[src/rtl/rtc_regif_pkg.sv]
package rtc_regif_pkg;
    localparam int unsigned IDX_W  = 7;
    localparam int unsigned BYTE_W = 8;
    localparam int unsigned N_ALM  = 3;

    localparam logic [IDX_W-1:0] IX_ALM_SEC = 7'd1;
    localparam logic [IDX_W-1:0] IX_ALM_MIN = 7'd3;
    localparam logic [IDX_W-1:0] IX_ALM_HR  = 7'd5;
    localparam logic [IDX_W-1:0] IX_CTL_A   = 7'd10;
    localparam logic [IDX_W-1:0] IX_CTL_B   = 7'd11;
    localparam logic [IDX_W-1:0] IX_FLAGS   = 7'd12;
    localparam logic [IDX_W-1:0] IX_STAT_D  = 7'd13;

    localparam int unsigned A_UIP = 7;
    localparam int unsigned B_SET = 7;
    localparam int unsigned B_PIE = 6;
    localparam int unsigned B_AIE = 5;
    localparam int unsigned B_UIE = 4;

    localparam logic [BYTE_W-1:0] FLG_PER = 8'hC0;
    localparam logic [BYTE_W-1:0] FLG_ALM = 8'hA0;
    localparam logic [BYTE_W-1:0] FLG_UPD = 8'h90;

    localparam logic [BYTE_W-1:0] RST_A = 8'h26;
    localparam logic [BYTE_W-1:0] RST_B = 8'h02;
    localparam logic [BYTE_W-1:0] RST_C = 8'h00;
    localparam logic [BYTE_W-1:0] VAL_D = 8'h80;

    typedef struct packed {
        logic [IDX_W-1:0]               idx;
        logic [BYTE_W-1:0]              a;
        logic [BYTE_W-1:0]              b;
        logic [BYTE_W-1:0]              c;
        logic [N_ALM-1:0][BYTE_W-1:0]   alm;
        logic                           irq;
    } ctrl_state_t;
endpackage

[src/rtl/rtc_alarm_cmp.sv]
module rtc_alarm_cmp #(
    parameter int unsigned N_FIELDS = 3,
    parameter int unsigned W        = 8
) (
    input  logic [N_FIELDS-1:0][W-1:0] alarm,
    input  logic [N_FIELDS-1:0][W-1:0] now,
    output logic                       match
);
    logic [N_FIELDS-1:0] hit;

    for (genvar i = 0; i < N_FIELDS; i++) begin : g_field
        always_comb begin
            hit[i] = (&alarm[i][W-1:W-2]) || (alarm[i] == now[i]);
        end
    end

    always_comb begin
        match = &hit;
    end
endmodule

[src/rtl/rtc_byte_store.sv]
module rtc_byte_store #(
    parameter int unsigned AW = 7,
    parameter int unsigned W  = 8
) (
    input  logic          clk,
    input  logic          rst_n,
    input  logic          we,
    input  logic [AW-1:0] addr,
    input  logic [W-1:0]  wdata,
    output logic [W-1:0]  rdata
);
    localparam int unsigned DEPTH = 1 << AW;

    logic [W-1:0] mem_d [DEPTH];
    logic [W-1:0] mem_q [DEPTH];

    always_comb begin
        for (int i = 0; i < DEPTH; i++) begin
            mem_d[i] = mem_q[i];
        end
        if (we) begin
            mem_d[addr] = wdata;
        end
        rdata = mem_q[addr];
    end

    always_ff @(posedge clk or negedge rst_n) begin
        if (!rst_n) begin
            for (int i = 0; i < DEPTH; i++) begin
                mem_q[i] <= '0;
            end
        end else begin
            for (int i = 0; i < DEPTH; i++) begin
                mem_q[i] <= mem_d[i];
            end
        end
    end
endmodule

[src/rtl/rtc_ctrl_regs.sv]
module rtc_ctrl_regs
    import rtc_regif_pkg::*;
(
    input  logic                          clk,
    input  logic                          rst_n,
    input  logic                          bus_we,
    input  logic                          bus_re,
    input  logic                          bus_odd,
    input  logic [BYTE_W-1:0]             wdata,
    input  logic                          upd_start,
    input  logic                          upd_end,
    input  logic                          per_tick,
    input  logic                          alarm_hit,
    output logic [IDX_W-1:0]              idx,
    output logic [BYTE_W-1:0]             reg_a,
    output logic [BYTE_W-1:0]             reg_b,
    output logic [BYTE_W-1:0]             reg_c,
    output logic [N_ALM-1:0][BYTE_W-1:0]  alm,
    output logic                          store_we,
    output logic                          irq
);
    ctrl_state_t s_d, s_q;
    logic        wr_odd;
    logic        rd_flags;
    logic        uip;
    logic [BYTE_W-1:0] evt;
    logic        special;

    always_comb begin
        s_d      = s_q;
        wr_odd   = bus_we && bus_odd;
        rd_flags = bus_re && bus_odd && (s_q.idx == IX_FLAGS);

        uip = s_q.a[A_UIP];
        if (upd_start && !s_q.b[B_SET]) uip = 1'b1;
        if (upd_end) uip = 1'b0;

        evt = '0;
        if (per_tick && s_q.b[B_PIE]) evt = evt | FLG_PER;
        if (upd_end && s_q.b[B_AIE] && alarm_hit) evt = evt | FLG_ALM;
        if (upd_end && s_q.b[B_UIE]) evt = evt | FLG_UPD;

        s_d.c   = (rd_flags ? '0 : s_q.c) | evt;
        s_d.irq = (rd_flags ? 1'b0 : s_q.irq) | (evt != '0);

        if (bus_we && !bus_odd) s_d.idx = wdata[IDX_W-1:0];

        s_d.a[A_UIP] = uip;
        special  = 1'b1;
        if (wr_odd) begin
            unique case (s_q.idx)
                IX_ALM_SEC: s_d.alm[0] = wdata;
                IX_ALM_MIN: s_d.alm[1] = wdata;
                IX_ALM_HR:  s_d.alm[2] = wdata;
                IX_CTL_A:   s_d.a = {uip, wdata[BYTE_W-2:0]};
                IX_CTL_B: begin
                    if (wdata[B_SET]) begin
                        s_d.b        = wdata;
                        s_d.b[B_UIE] = 1'b0;
                        s_d.a[A_UIP] = 1'b0;
                    end else begin
                        s_d.b = wdata;
                    end
                end
                IX_FLAGS, IX_STAT_D: ;
                default: special = 1'b0;
            endcase
        end
        store_we = wr_odd && !special;
    end

    always_ff @(posedge clk or negedge rst_n) begin
        if (!rst_n) begin
            s_q.idx <= '0;
            s_q.a   <= RST_A;
            s_q.b   <= RST_B;
            s_q.c   <= RST_C;
            s_q.alm <= '0;
            s_q.irq <= 1'b0;
        end else begin
            s_q <= s_d;
        end
    end

    always_comb begin
        idx   = s_q.idx;
        reg_a = s_q.a;
        reg_b = s_q.b;
        reg_c = s_q.c;
        alm   = s_q.alm;
        irq   = s_q.irq;
    end

    assert_flag_clear_R7: assert property (@(posedge clk) disable iff (!rst_n)
        (bus_re && bus_odd && idx == IX_FLAGS && !upd_end && !per_tick)
        |=> (reg_c == '0 && !irq));

    assert_set_forces_R6: assert property (@(posedge clk) disable iff (!rst_n)
        (bus_we && bus_odd && idx == IX_CTL_B && wdata[B_SET])
        |=> (!reg_b[B_UIE] && !reg_a[A_UIP]));

    assert_uip_kept_R5: assert property (@(posedge clk) disable iff (!rst_n)
        (bus_we && bus_odd && idx == IX_CTL_A && !upd_start && !upd_end)
        |=> (reg_a[A_UIP] == $past(reg_a[A_UIP])));

    assert_upd_flag_R10: assert property (@(posedge clk) disable iff (!rst_n)
        (upd_end && reg_b[B_UIE]) |=> (reg_c[7] && reg_c[4] && irq));

    assert_irq_hold_R13: assert property (@(posedge clk) disable iff (!rst_n)
        (irq && !(bus_re && bus_odd && idx == IX_FLAGS)) |=> irq);

    assert_race_keeps_R12: assert property (@(posedge clk) disable iff (!rst_n)
        (bus_re && bus_odd && idx == IX_FLAGS && upd_end && reg_b[B_UIE])
        |=> irq);
endmodule

[src/rtl/rtc_host_regs.sv]
module rtc_host_regs
    import rtc_regif_pkg::*;
(
    input  logic        clk,
    input  logic        rst_n,
    input  logic        host_we,
    input  logic        host_re,
    input  logic        host_addr,
    input  logic [7:0]  host_wdata,
    output logic [7:0]  host_rdata,
    input  logic [7:0]  tm_sec,
    input  logic [7:0]  tm_min,
    input  logic [7:0]  tm_hour,
    input  logic        upd_start,
    input  logic        upd_end,
    input  logic        per_tick,
    output logic        irq
);
    logic [IDX_W-1:0]             idx;
    logic [BYTE_W-1:0]            reg_a, reg_b, reg_c, store_rdata;
    logic [N_ALM-1:0][BYTE_W-1:0] alm;
    logic [N_ALM-1:0][BYTE_W-1:0] now;
    logic                         alarm_hit;
    logic                         store_we;

    always_comb begin
        now = {tm_hour, tm_min, tm_sec};
    end

    rtc_alarm_cmp #(.N_FIELDS(N_ALM), .W(BYTE_W)) u_alarm (
        .alarm (alm),
        .now   (now),
        .match (alarm_hit)
    );

    rtc_ctrl_regs u_ctrl (
        .clk       (clk),
        .rst_n     (rst_n),
        .bus_we    (host_we),
        .bus_re    (host_re),
        .bus_odd   (host_addr),
        .wdata     (host_wdata),
        .upd_start (upd_start),
        .upd_end   (upd_end),
        .per_tick  (per_tick),
        .alarm_hit (alarm_hit),
        .idx       (idx),
        .reg_a     (reg_a),
        .reg_b     (reg_b),
        .reg_c     (reg_c),
        .alm       (alm),
        .store_we  (store_we),
        .irq       (irq)
    );

    rtc_byte_store #(.AW(IDX_W), .W(BYTE_W)) u_store (
        .clk   (clk),
        .rst_n (rst_n),
        .we    (store_we),
        .addr  (idx),
        .wdata (host_wdata),
        .rdata (store_rdata)
    );

    always_comb begin
        if (!host_addr) begin
            host_rdata = 8'hFF;
        end else begin
            unique case (idx)
                IX_ALM_SEC: host_rdata = alm[0];
                IX_ALM_MIN: host_rdata = alm[1];
                IX_ALM_HR:  host_rdata = alm[2];
                IX_CTL_A:   host_rdata = reg_a;
                IX_CTL_B:   host_rdata = reg_b;
                IX_FLAGS:   host_rdata = reg_c;
                IX_STAT_D:  host_rdata = VAL_D;
                default:    host_rdata = store_rdata;
            endcase
        end
    end

    assert_index_read_R2: assert property (@(posedge clk) disable iff (!rst_n)
        (host_re && !host_addr) |-> (host_rdata == 8'hFF));

    assert_alarm_flag_R9: assert property (@(posedge clk) disable iff (!rst_n)
        (upd_end && reg_b[B_AIE] && alarm_hit) |=> (reg_c[7] && reg_c[5] && irq));
endmodule

[config.mk]
export PLATFORM = sky130hd
export DESIGN_NAME = rtc_host_regs
export DESIGN_NICKNAME = d
export VERILOG_FILES = /design/src/rtl/rtc_regif_pkg.sv /design/src/rtl/rtc_alarm_cmp.sv /design/src/rtl/rtc_byte_store.sv /design/src/rtl/rtc_ctrl_regs.sv /design/src/rtl/rtc_host_regs.sv
export SDC_FILE = /design/constraint.sdc
export NUM_CORES = 2
export LEC_CHECK = 0
export BUFFER_PORTS_ARGS = -buffer_cell sky130_fd_sc_hd__buf_2
export CAP_MARGIN = 20
export CORE_UTILIZATION = 50
export CTS_CLUSTER_SIZE = 10
export DETAILED_ROUTE_END_ITERATION = 7
export GPL_TIMING_DRIVEN = 1
export HOLD_SLACK_MARGIN = 0.02
export PLACE_DENSITY = 0.61
export SYNTH_ARGS = -nofsm -noshare
export SYNTH_HDL_FRONTEND = slang
export SYNTH_SLANG_ARGS = --single-unit
[constraint.sdc]
create_clock -name clk -period 2.71 [get_ports clk]
set_input_delay 0.1355 -clock clk [delete_from_list [all_inputs] [get_ports clk]]
set_output_delay 0.1355 -clock clk [all_outputs]
set_load 0.03 [all_outputs]
==> out/results.tsv <==
metric	value	unit
run_status	complete, but fails checks	
violations	negative setup slack	
drc_errors	0	
top_level_ports	49	
worst_pin_slew	860	ps
cts_max_path_buffers	3	
root_buffer	clkbuf_16	
yosys_warnings	0	
critical_path.cell_chain	buf_12, buf_16, buf_16, mux2i_2, o22ai_1, o21ai_1, buf_4, a41oi_4, buf_6, nor4_4, o21ai_2, buf_6	
synth_cell_type_count	48	
slew-limit-headroom	42.7	%
levels_on_crit_path	12	
synthesis.nets	3703	
post_layout_util	59.9	%
sequential_share_of_the_synthesized_area	53.8	%
1st_pass_router_iterations	5	
global_placement_routability_congestion	0.874	
final.setup.tns	-6150	ps
buffer_ports.inserted	48	
clock_tree_from_tritoncts	built	
postSynthRegisterBits	1076	
crit_path_max_incr_delay	530	ps
cpLargestDelayFamily	buffers and inverters	
power_switching_share	27.3	%
grt_start_max_net_pins	103	
timing_hold_violations_final	0	
fin_ws	-827	ps
worstHoldPathType	input port to asynchronous set/reset pin	
fin_skew	24.3	ps
worstSetupStartpointType	register	
clk-insertion-delay-late	700	ps
number_of_standard_cells_after_synthesis	3663	
area_delta_synth_final	18.4	%
dr_total_vias	31600	
core_area	0.0989	mm2
power_frac_clock	35.6	%
fmax	283	MHz
number_of_enable_flip_flop_cells_after_synthesis	0	
dr.first_iter.drc_count	2376	
nNetsFinal	3909	
cts_made_buffers	120	
static_leakage	28.6	nW
fillers	7556	
path_buf_inv	6	
start_util	50.6	%
synth_flop_cell	dfrtp_1	
critical_path_required	2570	ps
syn-cell-area	0.0501	mm2
timing.final.setup_violations	8	
reg2regPathDepth	11	
place_hpwl	90200	um
total_congestion_overflow	0	
p_switching	0.0110	W
drv_slew	0	
preCtsSetupSlack	-628	ps
first_global_vias	34100	
htreeDepth	3	
critical-path-slowest-cell	dfrtp_4	
die_area	0.101	mm2
vdd.ir_drop.worst	590	uV
synth-async-reset-ratio	100	%
combinationalPowerShare	18.5	%
layout-drive-gt1-share	46.6	%
total_length_of_routed_wires	140000	um
cts.sink_count	1076	
power_per_cell_area	683	mW/mm2
cp_data_arrival_time	3400	ps
vias_per_cell	6.07	
cell_internal_pwr	0.0294	W
max_cap_violations	0	
power.sequential.fraction	45.8	%
fp-row-count	115	
final_worst_path_cycle_share	131	%
finalWorstPathRequiredPeriod	3540	ps
unrepaired_setup_endpoints_after_global_routing	yes	
routed_wire_length_per_instance	26.9	um
end_kind	output port	
worstPathMaxFanout	7	
clkTransAtPathRegs	60	ps
die_w	318	um
grt_usage	28.0	%
floorplan.die.height	318	um
first_pass_grt_wire_length	217000	um
criticalPathCategory	register to output port	
postRouteAntennaNets	0	
syn_avg_cell_area	13.7	um2
grt_antenna_before_repair	1	
==> worst register-to-register path, stage by stage (launching register included) <==
cell     delay [ps]
dfrtp_4         530
buf_12          180
buf_6           160
buf_4           170
buf_4           170
nor3b_4         280
buf_6           160
o21ai_4          80
buf_12          190
nor2_4          140
buf_12          140
mux2_2          340
==> metal layers <==
layer | share of wire, % | global-route usage (%)
met3 | 4.4 | 4.24
met2 | 46 | 44.2
met5 | 0 | 0
met4 | 2.7 | 7.94
met1 | 46 | 40.0
==> cell type report <==
cell class                      count  area (um2)  area share, %
Antenna cell                        1        2.50        0.00422
Clock buffer                      158        3280           5.54
Inverter                            2        7.51         0.0127
Clock inverter                      4        31.3         0.0528
Timing Repair Buffer              414        4550           7.68
Tap cell                         1287        1610           2.72
Sequential cell                  1076       26900           45.5
Multi-Input combinational cell   2255       22800           38.5
==> state kept, by name, indices dropped and copies added, names as in the netlist <==
| name | cells |
|---|---|
| u_ctrl.reg_c | 4 |
| u_store.mem_q | 1024 |
| u_ctrl.idx | 7 |
| u_ctrl.reg_a | 8 |
| u_ctrl.reg_b | 8 |
| u_ctrl.irq | 1 |
| u_ctrl.alm | 24 |
==> placed cells by master, fill, tap and decap left out, drive strengths merged, types with 8 or more instances in the layout <==
master and count:
buf 405, a22oi 8, nand3 15, nor2 92, o22ai 257, clkbuf 160
mux2i 528, nor4 14, mux2 1012, nor3 8, xor2 24, a41oi 32
dfrtp 1072, nand2 69, o21ai 151
==> power groups by stage <==
stage / logic, W / clock network [W] / registers (W)
6_report: 0.00751 / 0.0144 / 0.0185
5_1_grt: 0.00793 / 0.0154 / 0.0187
3_3_place_gp: 0.00656 / 0 / 0.0187
3_5_place_dp: 0.00672 / 0 / 0.0188
2_1_floorplan: 0.00414 / 0 / 0.0185
4_1_cts: 0.00738 / 0.0147 / 0.0185
==> repair_timing <==
action                                 CTS  global route
setup endpoints to repair              104           177
setup buffers                           29            11
pin swaps                               80            57
hold buffers                             6             0
gates cloned                            10             2
endpoints found under the hold margin  144             0
resized for setup                      288            67
==> worst paths after layout <==
kind / startpoint / endpoint / slack, ps
worst max-delay path: u_ctrl.idx[0] / host_rdata[3] / -830
worst min-delay path: rst_n / u_ctrl.alm[9] / 70
worst max register to register: u_ctrl.idx[0] / u_store.mem_q[159] / 40
worst min register to register: u_store.mem_q[924] / u_store.mem_q[924] / 370
max in group asynchronous: rst_n / u_store.mem_q[895] / 1570
min in group clk: host_wdata[1] / u_ctrl.reg_a[1] / 110
==> per-stage QoR <==
step                      hold slack, ps  cells  total power (W)  instance area (um2)
after floorplan                     -160   3663           0.0226                50100
after global placement               232   4990           0.0252                53800
after detailed placement             223   4990           0.0255                53800
after CTS                           45.7   5186           0.0406                58800
after global routing                89.1   5196           0.0420                59200
final                               73.5   5197           0.0405                59200
==> cell families after synthesis <==
| group | count (synthesis) | synth area share, % |
|---|---|---|
| buffers and inverters | 332 | 2.93 |
| muxes | 1540 | 33.3 |
| DFF | 1076 | 53.8 |
| AOI/OAI and AO/OA | 465 | 5.63 |
| xor gates and xnor gates | 24 | 0.420 |
| and+or+nand+nor | 226 | 3.91 |
==> synthesized netlist by cell type, types with 14 or more instances <==
| cell | count | area, um2 |
|---|---|---|
| dfrtp_1 | 1072 | 26800 |
| nand2_1 | 39 | 146 |
| xor2_1 | 24 | 210 |
| mux2i_1 | 528 | 5290 |
| nor4_1 | 14 | 87.6 |
| clkbuf_1 | 210 | 788 |
| mux2_2 | 989 | 11100 |
| nor2_2 | 22 | 138 |
| buf_2 | 91 | 455 |
| nor2_8 | 24 | 480 |
| buf_4 | 16 | 120 |
| o22ai_1 | 257 | 1610 |
| nand2_2 | 22 | 138 |
| a41oi_1 | 32 | 280 |
| mux2_1 | 23 | 259 |
| nor2_4 | 37 | 417 |
| o21ai_0 | 145 | 726 |
(Power assumes the default switching activity.)
